[config.mk]
export PLATFORM = sky130hd
export DESIGN_NAME = pcm_master_serdes
export DESIGN_NICKNAME = d
export VERILOG_FILES = /design/src/rtl/pcm_master_serdes.sv
export SDC_FILE = /design/constraint.sdc
export NUM_CORES = 1
export LEC_CHECK = 0
export BUFFER_PORTS_ARGS = -buffer_cell sky130_fd_sc_hd__clkbuf_2
export CORE_MARGIN = 3
export CORE_UTILIZATION = 60
export DETAILED_ROUTE_END_ITERATION = 7
export PLACE_DENSITY_LB_ADDON = 0.15
export SLEW_MARGIN = 10
export SYNTH_ARGS = -nofsm -noshare
export SYNTH_HDL_FRONTEND = slang
export SYNTH_SLANG_ARGS = --single-unit
[constraint.sdc]
create_clock -name clk -period 9.1 [get_ports clk]
set_clock_uncertainty 0.1 [all_clocks]
set_input_delay 0.91 -clock clk [delete_from_list [all_inputs] [get_ports clk]]
set_output_delay 0.91 -clock clk [all_outputs]
set_load 0.1 [all_outputs]
[src/rtl/pcm_master_serdes.sv]
module pcm_master_serdes #(
  parameter int WORD_W   = 16,
  parameter int DIV_W    = 9,
  parameter int CHANNELS = 2
) (
  input  logic              clk,
  input  logic              rst_n,
  input  logic              src_sel,
  input  logic              tick_periph,
  input  logic              tick_audio,
  input  logic [DIV_W-1:0]  sclk_div,
  input  logic [DIV_W-1:0]  sync_div,
  input  logic              sclk_en,
  input  logic              idle_cont,
  input  logic              tx_en,
  input  logic              rx_en,
  input  logic              tx_msb_late,
  input  logic              rx_msb_late,
  input  logic              tx_valid,
  input  logic [WORD_W-1:0] tx_data,
  output logic              tx_take,
  output logic              tx_underrun,
  output logic              rx_wr,
  output logic [WORD_W-1:0] rx_data,
  output logic              sclk_out,
  output logic              sync_out,
  output logic              sdo,
  input  logic              sdi
);
  localparam int SLOT_BITS = WORD_W * CHANNELS;
  localparam int POS_W     = DIV_W + 1;
  localparam int BIT_W     = $clog2(WORD_W);

  logic              run, tick, started, sclk_q, sync_q, sdo_q;
  logic [DIV_W-1:0]  div_cnt, cur_sd, cur_fd, bit_cnt, nb;
  logic              half_end, fall, rise, wrap, bit_go;
  logic [POS_W-1:0]  tx_off, rx_off, tx_pos, rx_pos;
  logic              tx_slot, tx_first, rx_slot, rx_last;
  logic [WORD_W-1:0] tx_sh, tx_word;
  logic [WORD_W-2:0] rx_sh;

  assign run      = sclk_en & (idle_cont | tx_en | rx_en);
  assign tick     = src_sel ? tick_periph : tick_audio;
  assign half_end = started & tick & (div_cnt == cur_sd);
  assign fall     = half_end & sclk_q;
  assign rise     = half_end & ~sclk_q;
  assign wrap     = (bit_cnt == cur_fd);
  assign nb       = (!started || wrap) ? '0 : bit_cnt + 1'b1;
  assign bit_go   = run & (~started | fall);

  assign tx_off   = POS_W'(tx_msb_late);
  assign tx_pos   = {1'b0, nb} - tx_off;
  assign tx_slot  = tx_en & ({1'b0, nb} >= tx_off) & (tx_pos < POS_W'(SLOT_BITS));
  assign tx_first = (tx_pos[BIT_W-1:0] == '0);
  assign tx_word  = tx_valid ? tx_data : '0;

  assign rx_off   = POS_W'(rx_msb_late);
  assign rx_pos   = {1'b0, bit_cnt} - rx_off;
  assign rx_slot  = rx_en & ({1'b0, bit_cnt} >= rx_off) & (rx_pos < POS_W'(SLOT_BITS));
  assign rx_last  = (rx_pos[BIT_W-1:0] == BIT_W'(WORD_W - 1));

  assign sclk_out = sclk_q;
  assign sync_out = sync_q;
  assign sdo      = sdo_q;

  always_ff @(posedge clk or negedge rst_n) begin
    if (!rst_n) begin
      started     <= 1'b0;
      sclk_q      <= 1'b0;
      sync_q      <= 1'b0;
      sdo_q       <= 1'b0;
      div_cnt     <= '0;
      bit_cnt     <= '0;
      cur_sd      <= '0;
      cur_fd      <= '0;
      tx_sh       <= '0;
      rx_sh       <= '0;
      rx_data     <= '0;
      tx_take     <= 1'b0;
      tx_underrun <= 1'b0;
      rx_wr       <= 1'b0;
    end else begin
      tx_take     <= 1'b0;
      tx_underrun <= 1'b0;
      rx_wr       <= 1'b0;
      if (!run) begin
        started <= 1'b0;
        sclk_q  <= 1'b0;
        sync_q  <= 1'b0;
        sdo_q   <= 1'b0;
        div_cnt <= '0;
        bit_cnt <= '0;
      end else begin
        if (!started) begin
          started <= 1'b1;
          cur_sd  <= sclk_div;
          cur_fd  <= sync_div;
          div_cnt <= '0;
        end else if (tick) begin
          if (div_cnt == cur_sd) begin
            div_cnt <= '0;
            sclk_q  <= ~sclk_q;
          end else begin
            div_cnt <= div_cnt + 1'b1;
          end
        end
        if (fall) begin
          bit_cnt <= nb;
          if (wrap) begin
            cur_sd <= sclk_div;
            cur_fd <= sync_div;
          end
        end
        if (bit_go) begin
          sync_q <= (nb == '0);
          if (tx_slot) begin
            if (tx_first) begin
              sdo_q       <= tx_word[WORD_W-1];
              tx_sh       <= {tx_word[WORD_W-2:0], 1'b0};
              tx_take     <= tx_valid;
              tx_underrun <= ~tx_valid;
            end else begin
              sdo_q <= tx_sh[WORD_W-1];
              tx_sh <= {tx_sh[WORD_W-2:0], 1'b0};
            end
          end else begin
            sdo_q <= 1'b0;
          end
        end
        if (rise && rx_slot) begin
          rx_sh <= {rx_sh[WORD_W-3:0], sdi};
          if (rx_last) begin
            rx_wr   <= 1'b1;
            rx_data <= {rx_sh, sdi};
          end
        end
      end
    end
  end

  AST_IDLE_QUIET: assert property (@(posedge clk) disable iff (!rst_n) !run |=> (!sclk_out && !sync_out && !sdo));
  AST_SRC_HOLD: assert property (@(posedge clk) disable iff (!rst_n) (started && run && !tick) |=> $stable(sclk_out));
  AST_FRAME_DIV_HOLD: assert property (@(posedge clk) disable iff (!rst_n) (started && bit_cnt != '0) |-> ($stable(cur_sd) && $stable(cur_fd)));
  AST_SYNC_LOW_HALF: assert property (@(posedge clk) disable iff (!rst_n) $rose(sync_out) |-> !sclk_out);
  AST_TAKE_EXCL: assert property (@(posedge clk) disable iff (!rst_n) !(tx_take && tx_underrun));
  AST_RX_SPACED: assert property (@(posedge clk) disable iff (!rst_n) rx_wr |=> !rx_wr);
endmodule

After elaboration in Yosys (flattened, before gate mapping)
Index checks and enable logic that the tools add are counted.
{"block": "classes", "n_reduce_logical": 9, "eq_ne": 9, "muxes": 38, "addsub": 4, "order_cmp": 4, "bitwise_logic": 16}
{"operator": "9-bit two-way mux", "n": 13}
{"operator": "16-bit two-way mux", "n": 2}
{"operator": "1-bit two-way mux", "n": 23}
{"operator": "10-bit by 6-bit < comparator with 1-bit output, second input constant", "n": 2}
{"operator": "9-bit by 1-bit subtractor with 10-bit output", "n": 2}
{"operator": "9-bit by 1-bit adder with 9-bit output, second input constant", "n": 2}
{"operator": "9-bit == test", "n": 2}
{"operator": "9-bit by 1-bit greater-or-equal comparator with 1-bit output", "n": 2}
{"operator": "1-bit AND", "n": 10}
{"operator": "2-bit by 1-bit != test with 1-bit output, second input constant", "n": 5}
{"operator": "9-bit logical NOT", "n": 1}
{"operator": "3-bit AND reduction", "n": 3}
{"operator": "4-bit == test, second input constant", "n": 1}
{"operator": "4-bit logical NOT", "n": 1}
{"operator": "3-bit != test, second input constant", "n": 1}
{"operator": "1-bit inverter", "n": 3}
{"operator": "1-bit OR", "n": 3}
{"operator": "2-bit AND reduction", "n": 1}
{"operator": "1-bit logical AND", "n": 1}
{"operator": "1-bit logical NOT", "n": 1}
{"operator": "1-bit logical OR", "n": 1}
{"block": "totals", "wordCells": 94, "out_inout_bits": 22, "reg_bits": 90}

Longest topological paths before layout
{"block": "depth", "word_depth": 9, "depth_mapped": 14}

Worst setup path before layout
No wires, ideal clock.
{"block": "synth_timing", "path_kind": "input port to flip-flop", "start": "input rx_msb_late", "end": "register rx_data[10]", "t_arrival_ns": 2.763, "n_path_buf": 1, "cell_stages": 10, "slack_ns": 6.111, "cell_sequence": "ha_1 ha_1 nor2b_1 o21ai_0 o21ai_0 o21ai_0 nand3_2 nor2_4 buf_6 mux2_2"}
{"block": "synth_between", "elab_chain_len": 5, "word_cells_on_any_way": 8, "classes_between": "1 x add/sub; 2 x order compare; 1 x eq/ne; 2 x bitwise; 2 x reduce/logical"}
{"item": "from (decl)", "line": "18", "rtl": "input logic rx_msb_late,"}
{"item": "9-bit by 1-bit subtractor with 10-bit output or 9-bit by 1-bit greater-or-equal comparator with 1-bit output (tied branches)", "line": "58, 59"}
{"item": "10-bit by 6-bit < comparator with 1-bit output or 1-bit AND (tied branches)", "line": "59", "rtl": "assign rx_slot = rx_en & ({1'b0, bit_cnt} >= rx_off) & (rx_pos < POS_W'(SLOT_BITS));"}
{"item": "1-bit AND", "line": "59"}
{"item": "1-bit logical AND", "line": "130", "rtl": "if (rise && rx_slot) begin"}
{"item": "3-bit AND reduction (no line) *"}
{"item": "to (signal assigned)", "line": "134", "rtl": "rx_data <= {rx_sh, sdi};"}
{"item": "to (decl)", "line": "24", "rtl": "output logic [WORD_W-1:0] rx_data,"}
Every way passes the cells marked *; elsewhere a longest branch is shown, timed or not.
A chain may end at the register's enable or synchronous reset.

Final worst setup path
{"block": "layout_timing", "start": "register bit_cnt[3]", "end": "register tx_sh[3]"}
{"block": "layout_between", "elab_chain_len": 7, "word_cells_on_any_way": 12, "classes_between": "2 x add/sub; 2 x order compare; 1 x eq/ne; 2 x mux; 2 x bitwise; 3 x reduce/logical"}
{"item": "from (decl)", "line": "35", "rtl": "logic [DIV_W-1:0] div_cnt, cur_sd, cur_fd, bit_cnt, nb;"}
{"item": "from (signal assigned)", "line": "108", "rtl": "bit_cnt <= nb;"}
{"item": "parallel branches: the longest is 2 deep, another holds 9-bit by 1-bit adder with 9-bit output"}
{"item": "9-bit two-way mux *", "line": "48", "rtl": "assign nb = (!started || wrap) ? '0 : bit_cnt + 1'b1;"}
{"item": "9-bit by 1-bit subtractor with 10-bit output or 9-bit by 1-bit greater-or-equal comparator with 1-bit output (tied branches)", "line": "52, 53"}
{"item": "10-bit by 6-bit < comparator with 1-bit output or 1-bit AND (tied branches)", "line": "53", "rtl": "assign tx_slot = tx_en & ({1'b0, nb} >= tx_off) & (tx_pos < POS_W'(SLOT_BITS));"}
{"item": "1-bit AND", "line": "53"}
{"item": "3-bit AND reduction (no line)"}
{"item": "to (signal assigned)", "line": "119", "rtl": "tx_sh <= {tx_word[WORD_W-2:0], 1'b0};"}
{"item": "to (signal assigned)", "line": "124", "rtl": "tx_sh <= {tx_sh[WORD_W-2:0], 1'b0};"}
{"item": "to (decl)", "line": "39", "rtl": "logic [WORD_W-1:0] tx_sh, tx_word;"}
Mark *: on every way between the ends.

==> flow_metrics.py <==
metrics = {
    "detailed_routing": {
        "dr.pass1.iters": 4,
        "routed_wl_mm": 8.84,
        "drcViolationCount": 0,
        "antenna_left": 0,
        "drt_iter0_markers": 158,
        "via_count": 3253,
        "avgViaCountPerCell": 5.75,
        "wl_per_cell_um": 15.6,
    },
    "synthesis": {
        "syn_area_um2": 4520,
        "synth_top_family_by_area": "compound AO/OA/AOI/OAI gates",
        "syn-num-nets": 454,
        "yosysTopAreaCell": "dfrtp_1",
        "synth_compound_area_share_pct": 14.2,
        "synth_warnings": 0,
        "async_flop_share_pct": 100,
        "synth_mux_area_share_pct": 13.7,
        "synth-edff-count": 0,
        "netlist_instances": 402,
        "syn_area_per_cell_um2": 11.2,
        "synthFlopType": "dfrtp_1",
        "synth_top_area_share_pct": 49.3,
        "seq_area_frac_synth_pct": 49.3,
        "synth_seq_cells": 89,
        "synthAdderAreaFrac_pct": 1.38,
        "synth_area_leaders": "dfrtp_1, mux2_2, mux2_4",
        "synth_xor_area_share_pct": 4.23,
        "synthSimpleGateAreaFrac_pct": 13.3,
        "ys_types": 58,
    },
    "clocking": {
        "worstSkewPairLatency_ns": 0.36,
        "numCtsBuffers": 9,
        "cts.htree.levels": 3,
        "cts_hold_buf": 0,
        "cts_max_path_buffers": 2,
        "clk_pin_slew_ns": 0.10,
        "cts_root_buffer": "clkbuf_8",
        "ctsResizeCount": 0,
        "postCtsSetupBuffers": 0,
        "cts.sinks": 89,
        "cts_tree": "done",
    },
    "worst_setup_path": {
        "cpMostUsedCell": "nand4_1",
        "arrival_ns": 3.63,
        "crit_fanout": 17,
        "crit_chain": "xnor2_1 -> nand4_1 -> or4_4 -> nand3_1 -> ha_1 -> nand4_1 -> o221ai_2 -> and3_1 -> a22oi_1 -> o21ai_1",
        "cpMaxStageDelayCell": "and3_1",
        "crit_path_end_kind": "register",
        "start_kind": "register",
        "worstPathRequired_ns": 9.29,
        "critical_path_class": "register to register",
        "cp_slowest_stage_delay_ns": 0.70,
    },
    "sta": {
        "final.setup.tns_ns": 0,
        "fmax_ghz": 0.290,
        "setup_viol": 0,
        "rsz0062_at_grt": "no",
        "finalCriticalPeriod_ns": 3.44,
        "worstMarginPinSlew_ns": 1.14,
        "slew_violations": 0,
        "fin_ws_ns": 5.66,
        "hold_violations": 0,
        "post-route-period-util_pct": 37.8,
        "maxSlewHeadroom_pct": 24.3,
    },
    "layout": {
        "final_common_cell": "dfrtp_1",
        "areaGrowthSynthToFinish_pct": 12.1,
        "final_cell_mix": "dfrtp_1, clkbuf_2, mux2_2",
        "nFillCells": 588,
        "antenna_cells": 0,
        "drive_gt1_share_pct": 35.5,
        "design_area_um2": 5070,
        "nets": 514,
    },
    "global_route": {
        "overflow": 0,
        "antenna_found_initial": 0,
        "grt_max_degree": 48,
        "grtUsageTotal_pct": 22.5,
        "first_global_vias": 3382,
        "grt_pass1_wl_mm": 15.4,
    },
    "placed_design": {
        "io_buffers": 68,
        "hpwlAfterDp_mm": 6.34,
        "dpl_cell_area_um2": 4870,
        "gp_congestion": 0.879,
        "preCtsSetupSlack_ns": 5.48,
    },
    "worst_hold_path": {
        "hold_class": "register to register",
    },
    "power_and_ir_drop": {
        "powerDensity_nw_per_um2": 163,
        "leakage_uw": 0.00241,
        "max-vdd-ir-drop_uv": 109,
    },
    "floorplanning": {
        "placementRows": 31,
        "dieArea_um2": 8610,
        "ios": 69,
        "core_um2": 7290,
        "initial_core_util_pct": 62.0,
        "dieHeight_um": 92.8,
        "die_x_um": 92.8,
    },
    "job": {
        "cap_viol_max_count": 0,
    },
    "outcome": {
        "status": "complete, no violations",
    },
}
## layout make-up
cell class / count / area [µm²] / area share, %
sequential: 89 / 2230 / 43.9
multi-input combinational: 283 / 2120 / 41.9
timing repair buffer: 71 / 365 / 7.21
clock buffer: 9 / 124 / 2.44
tap: 99 / 124 / 2.44
clock inverter: 7 / 76.3 / 1.51
inverter: 8 / 30.0 / 0.592
## power breakdown
group | switching (µW) | internal, µW
registers | 21.2 | 425
clock network | 158 | 107
logic | 59.9 | 54.8
## logic make-up (layout without fill, tap and decap cells)
logic type               Yosys count  in the layout
AND/OR/NAND/NOR                  116            116
AO/OA/AOI/OAI                     89             89
flip-flops                        89             89
multiplexers                      52             52
buffers and inverters             30             95
XOR/XNOR                          21             21
adder cells (fa/ha/maj)            5              5
## sequential cells by signal, indices dropped and copies added (netlist names)
| name | cells |
|---|---|
| rx_data | 16 |
| rx_sh | 15 |
| tx_sh | 15 |
| bit_cnt | 9 |
| cur_fd | 9 |
| cur_sd | 9 |
| div_cnt | 9 |
| rx_wr | 1 |
| sclk_out | 1 |
| sdo | 1 |
| started | 1 |
| sync_out | 1 |
| tx_take | 1 |
| tx_underrun | 1 |
## path summary, 6_finish.rpt
kind	start	end	slack, ns	cells past startpoint
setup / recovery	bit_cnt[3]	tx_sh[3]	5.66	10
hold / removal	tx_sh[14]	tx_sh[14]	0.39	2
setup reg to reg	bit_cnt[3]	tx_sh[3]	5.66	10
hold reg to reg	tx_sh[14]	tx_sh[14]	0.39	2
max in group asynchronous	rst_n	rx_sh[14]	7.51	2
min in group asynchronous	rst_n	bit_cnt[7]	0.43	1
## synthesized netlist by cell type (all sizes together), types with 3 or more instances
| cell type | number |
|---|---|
| mux2i | 3 |
| and3 | 8 |
| inv | 8 |
| nor2 | 28 |
| ha | 5 |
| buf | 13 |
| nor3 | 7 |
| xnor2 | 8 |
| a22oi | 15 |
| nor4 | 3 |
| o221ai | 3 |
| mux2 | 49 |
| nor2b | 5 |
| xor2 | 13 |
| a21oi | 13 |
| nand2 | 34 |
| dfrtp | 89 |
| nand3b | 3 |
| o21ai | 42 |
| clkbuf | 9 |
| nand3 | 11 |
| o31ai | 3 |
| nand4 | 8 |
## metal layers
metal	GRT usage, %	vias up	routed length [µm]
met5	0	-	0
met4	9.04	0	204
met3	4.47	22	469
met2	37.0	77	4410
met1	29.2	1589	3760
li1	-	1565	-
## metrics by stage
stage / std cells / util [%] / power, µW / hold slack (ns)
after detailed placement: 550 / 66.8 / 570 / 0.373
after global routing: 566 / 69.5 / 869 / 0.430
after CTS: 566 / 69.5 / 834 / 0.397
final: 566 / 69.5 / 825 / 0.394
after floorplan: 402 / - / 536 / 0.352
after global placement: 550 / 66.8 / 564 / 0.360
## critical path, delay by kind of cell (launching register included)
kind | cells | cell delay [ns]
xor+xnor | 1 | 0.18
fa+ha+maj | 1 | 0.25
compound gates | 3 | 0.55
simple gates | 5 | 1.65
flops | 1 | 0.65
(Power assumes the default switching activity.)
